**src/rtl/region_iso_pkg.sv**
```systemverilog
package region_iso_pkg;
  typedef enum logic [1:0] {
    ST_RUN      = 2'd0,
    ST_FREEZING = 2'd1,
    ST_FROZEN   = 2'd2,
    ST_THAWING  = 2'd3
  } iso_state_e;

  localparam int unsigned REQ_W = 3;
  localparam int unsigned REQ_FREEZE = 0;
  localparam int unsigned REQ_RESET  = 1;
  localparam int unsigned REQ_THAW   = 2;

  localparam int unsigned CAUSE_MULTI = 0;
  localparam int unsigned CAUSE_THAW  = 1;
  localparam int unsigned CAUSE_RESET = 2;

  localparam int unsigned OFF_STATUS = 0;
  localparam int unsigned OFF_CTRL   = 4;
  localparam int unsigned OFF_CAUSE  = 8;
  localparam int unsigned OFF_ID     = 12;

  localparam logic [31:0] ID_NEW    = 32'hAD00_0003;
  localparam logic [31:0] ID_LEGACY = 32'd2;
endpackage

```
**src/rtl/region_iso_check.sv**
```systemverilog
module region_iso_check
  import region_iso_pkg::*;
(
  input  logic             ctrl_wr_i,
  input  logic [REQ_W-1:0] req_i,
  input  logic             frozen_i,
  output logic             accept_o,
  output logic [REQ_W-1:0] cause_o
);
  logic multi;

  assign multi = (req_i[0] & req_i[1]) | (req_i[0] & req_i[2]) | (req_i[1] & req_i[2]);

  always_comb begin
    cause_o              = '0;
    cause_o[CAUSE_MULTI] = ctrl_wr_i & multi;
    cause_o[CAUSE_THAW]  = ctrl_wr_i & ~multi & req_i[REQ_THAW]  & ~frozen_i;
    cause_o[CAUSE_RESET] = ctrl_wr_i & ~multi & req_i[REQ_RESET] & ~frozen_i;
  end

  assign accept_o = ctrl_wr_i & (cause_o == '0);
endmodule

```
**src/rtl/region_iso_fsm.sv**
```systemverilog
module region_iso_fsm
  import region_iso_pkg::*;
(
  input  logic             clk_i,
  input  logic             rst_ni,
  input  logic             accept_i,
  input  logic [REQ_W-1:0] req_i,
  input  logic             freeze_ack_i,
  input  logic             thaw_ack_i,
  output iso_state_e       state_o,
  output logic [REQ_W-1:0] ctrl_o,
  output logic             freeze_req_o,
  output logic             thaw_req_o,
  output logic             region_rst_o
);
  iso_state_e       state_q, state_d;
  logic [REQ_W-1:0] ctrl_q;

  always_comb begin
    state_d = state_q;
    unique case (state_q)
      ST_RUN:      if (accept_i && req_i[REQ_FREEZE]) state_d = ST_FREEZING;
      ST_FREEZING: if (freeze_ack_i) state_d = ST_FROZEN;
      ST_FROZEN:   if (accept_i && req_i[REQ_THAW]) state_d = ST_THAWING;
      ST_THAWING:  if (thaw_ack_i) state_d = ST_RUN;
      default:     state_d = ST_RUN;
    endcase
  end

  always_ff @(posedge clk_i or negedge rst_ni) begin
    if (!rst_ni) begin
      state_q <= ST_RUN;
      ctrl_q  <= '0;
    end else begin
      state_q <= state_d;
      if (accept_i) ctrl_q <= req_i;
    end
  end

  assign state_o      = state_q;
  assign ctrl_o       = ctrl_q;
  assign freeze_req_o = (state_q == ST_FREEZING) || (state_q == ST_FROZEN);
  assign thaw_req_o   = (state_q == ST_THAWING);
  assign region_rst_o = (state_q == ST_FROZEN) && ctrl_q[REQ_RESET];


  frz_done_after_ack_chk: assert property (@(posedge clk_i) disable iff (!rst_ni)
    (state_q == ST_FREEZING && !freeze_ack_i) |=> state_q == ST_FREEZING);

  thaw_done_after_ack_chk: assert property (@(posedge clk_i) disable iff (!rst_ni)
    (state_q == ST_THAWING && !thaw_ack_i) |=> state_q == ST_THAWING);
endmodule

```
**src/rtl/region_iso_rdmux.sv**
```systemverilog
module region_iso_rdmux
  import region_iso_pkg::*;
#(
  parameter int unsigned ADDR_W = 4
) (
  input  logic [ADDR_W-1:0] addr_i,
  input  logic              rd_i,
  input  logic [1:0]        status_i,
  input  logic [REQ_W-1:0]  ctrl_i,
  input  logic [REQ_W-1:0]  cause_i,
  input  logic [31:0]       id_i,
  output logic [31:0]       rdata_o
);
  always_comb begin
    rdata_o = '0;
    if (rd_i) begin
      unique case (addr_i)
        ADDR_W'(OFF_STATUS): rdata_o = 32'(status_i);
        ADDR_W'(OFF_CTRL):   rdata_o = 32'(ctrl_i);
        ADDR_W'(OFF_CAUSE):  rdata_o = 32'(cause_i);
        ADDR_W'(OFF_ID):     rdata_o = id_i;
        default:             rdata_o = '0;
      endcase
    end
  end
endmodule

```
**src/rtl/region_iso_ctrl.sv**
```systemverilog
module region_iso_ctrl
  import region_iso_pkg::*;
#(
  parameter int unsigned ADDR_W    = 4,
  parameter bit          LEGACY_ID = 1'b0
) (
  input  logic              clk_i,
  input  logic              rst_ni,
  input  logic [ADDR_W-1:0] addr_i,
  input  logic              rd_i,
  input  logic              wr_i,
  input  logic [31:0]       wdata_i,
  output logic [31:0]       rdata_o,
  output logic              freeze_req_o,
  input  logic              freeze_ack_i,
  output logic              thaw_req_o,
  input  logic              thaw_ack_i,
  output logic              region_rst_o
);
  localparam logic [31:0] ID_VAL = LEGACY_ID ? ID_LEGACY : ID_NEW;

  iso_state_e       state;
  logic [REQ_W-1:0] ctrl, cause_new, cause_q;
  logic             ctrl_wr, cause_wr, accept, frozen;
  logic [1:0]       status;
  logic             unused_wdata;

  assign unused_wdata = ^wdata_i[31:REQ_W];
  assign ctrl_wr  = wr_i && (addr_i == ADDR_W'(OFF_CTRL));
  assign cause_wr = wr_i && (addr_i == ADDR_W'(OFF_CAUSE));
  assign frozen   = (state == ST_FROZEN);
  assign status   = {state == ST_RUN, frozen};

  region_iso_check u_check (
    .ctrl_wr_i (ctrl_wr),
    .req_i     (wdata_i[REQ_W-1:0]),
    .frozen_i  (frozen),
    .accept_o  (accept),
    .cause_o   (cause_new)
  );

  region_iso_fsm u_fsm (
    .clk_i        (clk_i),
    .rst_ni       (rst_ni),
    .accept_i     (accept),
    .req_i        (wdata_i[REQ_W-1:0]),
    .freeze_ack_i (freeze_ack_i),
    .thaw_ack_i   (thaw_ack_i),
    .state_o      (state),
    .ctrl_o       (ctrl),
    .freeze_req_o (freeze_req_o),
    .thaw_req_o   (thaw_req_o),
    .region_rst_o (region_rst_o)
  );

  always_ff @(posedge clk_i or negedge rst_ni) begin
    if (!rst_ni)                     cause_q <= '0;
    else if (cause_wr && wdata_i[0]) cause_q <= '0;
    else                             cause_q <= cause_q | cause_new;
  end

  region_iso_rdmux #(.ADDR_W(ADDR_W)) u_rdmux (
    .addr_i   (addr_i),
    .rd_i     (rd_i),
    .status_i (status),
    .ctrl_i   (ctrl),
    .cause_i  (cause_q),
    .id_i     (ID_VAL),
    .rdata_o  (rdata_o)
  );


  done_excl_chk: assert property (@(posedge clk_i) disable iff (!rst_ni)
    !(status[0] && status[1]));

  refused_hold_chk: assert property (@(posedge clk_i) disable iff (!rst_ni)
    (ctrl_wr && cause_new != '0) |=> (ctrl == $past(ctrl)) && (state == $past(state)));

  cause_clr_chk: assert property (@(posedge clk_i) disable iff (!rst_ni)
    (cause_wr && wdata_i[0]) |=> cause_q == '0);

  rst_from_write_chk: assert property (@(posedge clk_i) disable iff (!rst_ni)
    $rose(region_rst_o) |-> $past(ctrl_wr && wdata_i[REQ_RESET]));

  thaw_drops_freeze_chk: assert property (@(posedge clk_i) disable iff (!rst_ni)
    $rose(thaw_req_o) |-> !freeze_req_o && !region_rst_o);
endmodule

```
**config.mk**
```make
export PLATFORM = sky130hd
export DESIGN_NAME = region_iso_ctrl
export DESIGN_NICKNAME = d
export VERILOG_FILES = /design/src/rtl/region_iso_pkg.sv /design/src/rtl/region_iso_check.sv /design/src/rtl/region_iso_fsm.sv /design/src/rtl/region_iso_rdmux.sv /design/src/rtl/region_iso_ctrl.sv
export SDC_FILE = /design/constraint.sdc
export NUM_CORES = 1
export LEC_CHECK = 0
export CORE_ASPECT_RATIO = 1.1
export CORE_MARGIN = 2
export CORE_UTILIZATION = 30
export CTS_BUF_LIST = sky130_fd_sc_hd__clkbuf_4 sky130_fd_sc_hd__clkbuf_8
export CTS_CLUSTER_DIAMETER = 30
export DETAILED_ROUTE_END_ITERATION = 7
export HOLD_SLACK_MARGIN = 0.06
export PLACE_DENSITY_LB_ADDON = 0.1
export SLEW_MARGIN = 25
export SYNTH_ARGS = -nofsm -noshare
export SYNTH_HDL_FRONTEND = slang
export SYNTH_SLANG_ARGS = --single-unit
```
**constraint.sdc**
```tcl
create_clock -name clk_i -period 1.8 [get_ports clk_i]
set_clock_uncertainty 0.15 [all_clocks]
set_input_delay 0.36 -clock clk_i [delete_from_list [all_inputs] [get_ports clk_i]]
set_output_delay 0.36 -clock clk_i [all_outputs]
set_load 0.01 [all_outputs]
```
==> impl_metrics.json, run 1 <==
{
  "cp-start-kind": "register",
  "synth_warnings": 0,
  "die-area_um2": 3060,
  "use_met3_pct": 2.32,
  "crit_path_start": "u_fsm.state_o[1]",
  "multiInputGateArea_um2": 539,
  "clk_pin_slew_ps": 60,
  "critPathCapture": "rdata_o[1]",
  "grt_pass1_wl_mm": 2.82,
  "layout_common_cells": "conb_1 (24), buf_4 (16), dfrtp_1 (8)",
  "cts.sinks": 8,
  "final_cell_area_um2": 1200,
  "cts_buffers": 3,
  "drtIter0Drc": 9,
  "ctsRootBufferMaster": "clkbuf_4",
  "cp_max_fo": 2,
  "worst_r2r_path_depth": 7,
  "postSynthAreaPerCell_um2": 8.68,
  "grt_pass1_vias": 630,
  "cts_max_path_buffers": 2,
  "synth_top_cell_area_share_pct": 26.6,
  "seq_area_um2": 200,
  "rows": 19,
  "busiest_layer": "met2",
  "cp.required_ps": 1290,
  "grt_usage_pct": 12.3,
  "end_kind": "primary output",
  "fin_crit_sh_pct": 107,
  "seq_area_frac_synth_pct": 25.4,
  "netlist_area_um2": 790,
  "stdcell_count": 164,
  "setup_violations": 3,
  "areaGrowthSynthToFinish_pct": 52.1,
  "core_um2": 2500,
  "rr_endpoint": "u_fsm.state_o[1]",
  "nets": 181,
  "drc": 0,
  "violations": "setup timing",
  "cap_violations": 0,
  "initial_utilization_pct": 31.6,
  "viasPerCell": 4.31,
  "drive_gt1_share_pct": 44.4,
  "clk_latency_ps": 260,
  "grt_start_max_net_pins": 9,
  "die_x_um": 52.9,
  "htreeDepth": 1,
  "place_congestion": 0.724,
  "rsz0062_at_grt": "yes",
  "synth.area.top_cells": "buf_4 (27%), dfrtp_1 (25%), ha_1 (6.3%)",
  "cp.arrival_ps": 1410,
  "drv_slew": 0,
  "power_mw": 1.23,
  "path_class": "register to primary output",
  "fin_ws_ps": -120,
  "holdBufCountCts": 0,
  "reg2reg_from": "u_fsm.state_o[1]",
  "drt-pass1-iter-count": 4,
  "dp.cells": 159,
  "antenna_found_initial": 0,
  "portBuffers": 23,
  "via_count": 707,
  "synth-seq-cells": 8,
  "ioPinCount": 77,
  "overflow": 0,
  "n_antenna_cell": 0,
  "ant_nets": 0,
  "fin_crit_ps": 1920,
  "p_leak_nw": 0.595,
  "r2r_setup_slack_ps": 30,
  "dieHeight_um": 57.8,
  "grtUsageMet2_pct": 21.3,
  "cts_tree": "done",
  "hold_class": "input port to async pin",
  "fin_util_pct": 48.1,
  "nFillCells": 242,
  "ir_drop_mv": 0.886,
  "syn_inst": 91,
  "wl_per_cell_um": 11.4,
  "final_common_cell": "conb_1",
  "synth_largest_area_cell": "buf_4",
  "routed_wl_mm": 1.87,
  "use_met1_pct": 15.6,
  "cellPowerDensity_nw_per_um2": 1020,
  "timing.fmax_mhz": 521,
  "dpl-instance-area_um2": 1080,
  "hpwl_mm": 1.44,
  "hold_ws_ps": 251,
  "ys_types": 27,
  "final-hold-violation-count": 0,
  "status": "finished with violations"
}
[critical path, stage by stage (launching register included)]
cell and delay (ps):
dfrtp_1 380, inv_2 70, ha_4 170, mux2_4 270, o22ai_2 80, nor2_1 50
buf_2 130
[repair_timing]
item,CTS,global route
endpoints found under the setup margin,18,18
pin swaps,9,5
setup buffers,4,1
gates resized for setup,57,28
[where the power goes]
part,internal [mW],switching [mW],leakage [nW]
Combinational,0.444,0.354,0.479
Clock,0.0769,0.0692,0.0138
Sequential,0.242,0.0427,0.103
Total,0.763,0.466,0.595
[registers in the layout (all words and copies together) (netlist names)]
name           count
cause_q            3
u_fsm.ctrl_o       3
u_fsm.state_o      2
[metrics by stage]
stage	TNS, ps	worst slack, ps
final	-236	-120
after global routing	-454	-190
after CTS	-326	-139
after detailed placement	-8570	-648
after global placement	-8160	-642
after floorplan	0	90.4
[per-layer routing]
metal	wire (um)	share of wire, %	vias up
met3	137	7.3	2
met1	795	42	322
met4	16	0.85	0
li1	-	-	349
met2	923	49	34
met5	0	0	-
[synth_stat cells]
cell type and number:
nand3b_1 1, o2111ai_1 1, and2_1 1, maj3_1 1
nor2b_1 5, nor4b_4 1, and3_1 1, o21ai_0 2
ha_1 4, buf_4 28, nor3b_1 1, mux2_2 1
o32a_1 3, o22ai_1 3, nand4_1 1, conb_1 1
nand4_2 1, a21oi_1 1, nand2_1 5, o21a_1 3
dfrtp_1 8, inv_1 6, nand2b_1 1, a211oi_2 1
a31oi_1 1, mux2_1 1, nor2_1 8
[kinds of logic (layout without fill, tap and decap cells)]
| group | Yosys count | in the layout | synth area share, % |
|---|---|---|---|
| buffers and inverters | 34 | 53 | 29.5 |
| DFF | 8 | 8 | 25.4 |
| AOI/OAI and AO/OA | 15 | 15 | 14.4 |
| muxes | 2 | 2 | 2.85 |
| other | 1 | 24 | 0.475 |
| adders and majority gates | 5 | 5 | 7.61 |
| and+or+nand+nor | 26 | 26 | 19.8 |
[how the worst min path moves through the flow]
stage	startpoint	end	slack, ps	cells past startpoint
floorplan	rst_ni	cause_q[0]	-90	0
global placement	cause_q[0]	cause_q[0]	330	1
detailed placement	cause_q[1]	cause_q[1]	330	1
CTS	rst_ni	u_fsm.state_o[0]	270	1
global route	rst_ni	cause_q[0]	280	1
finish	rst_ni	u_fsm.state_o[0]	250	1
[area by class of cell]
type / count / area share [%]
multi-input cells: 72 / 44.9
repair buffers: 44 / 31.3
flip-flops and latches: 8 / 16.7
well taps: 31 / 3.23
inverters: 6 / 2.08
clock buffers: 3 / 1.88
(Power assumes the default switching activity.)
==> run 2: changes to the inputs <==
GPL_ROUTABILITY_DRIVEN = 0   (was unset)
==> results of run 2 <==
Same layout as run 1: the final DEF is identical, and so are final timing and power.
==> run 3: changes to the inputs <==
CTS_CLUSTER_DIAMETER = 80   (was 30)
==> results of run 3 <==
Same layout as run 1: the final DEF is identical, and so are final timing and power.
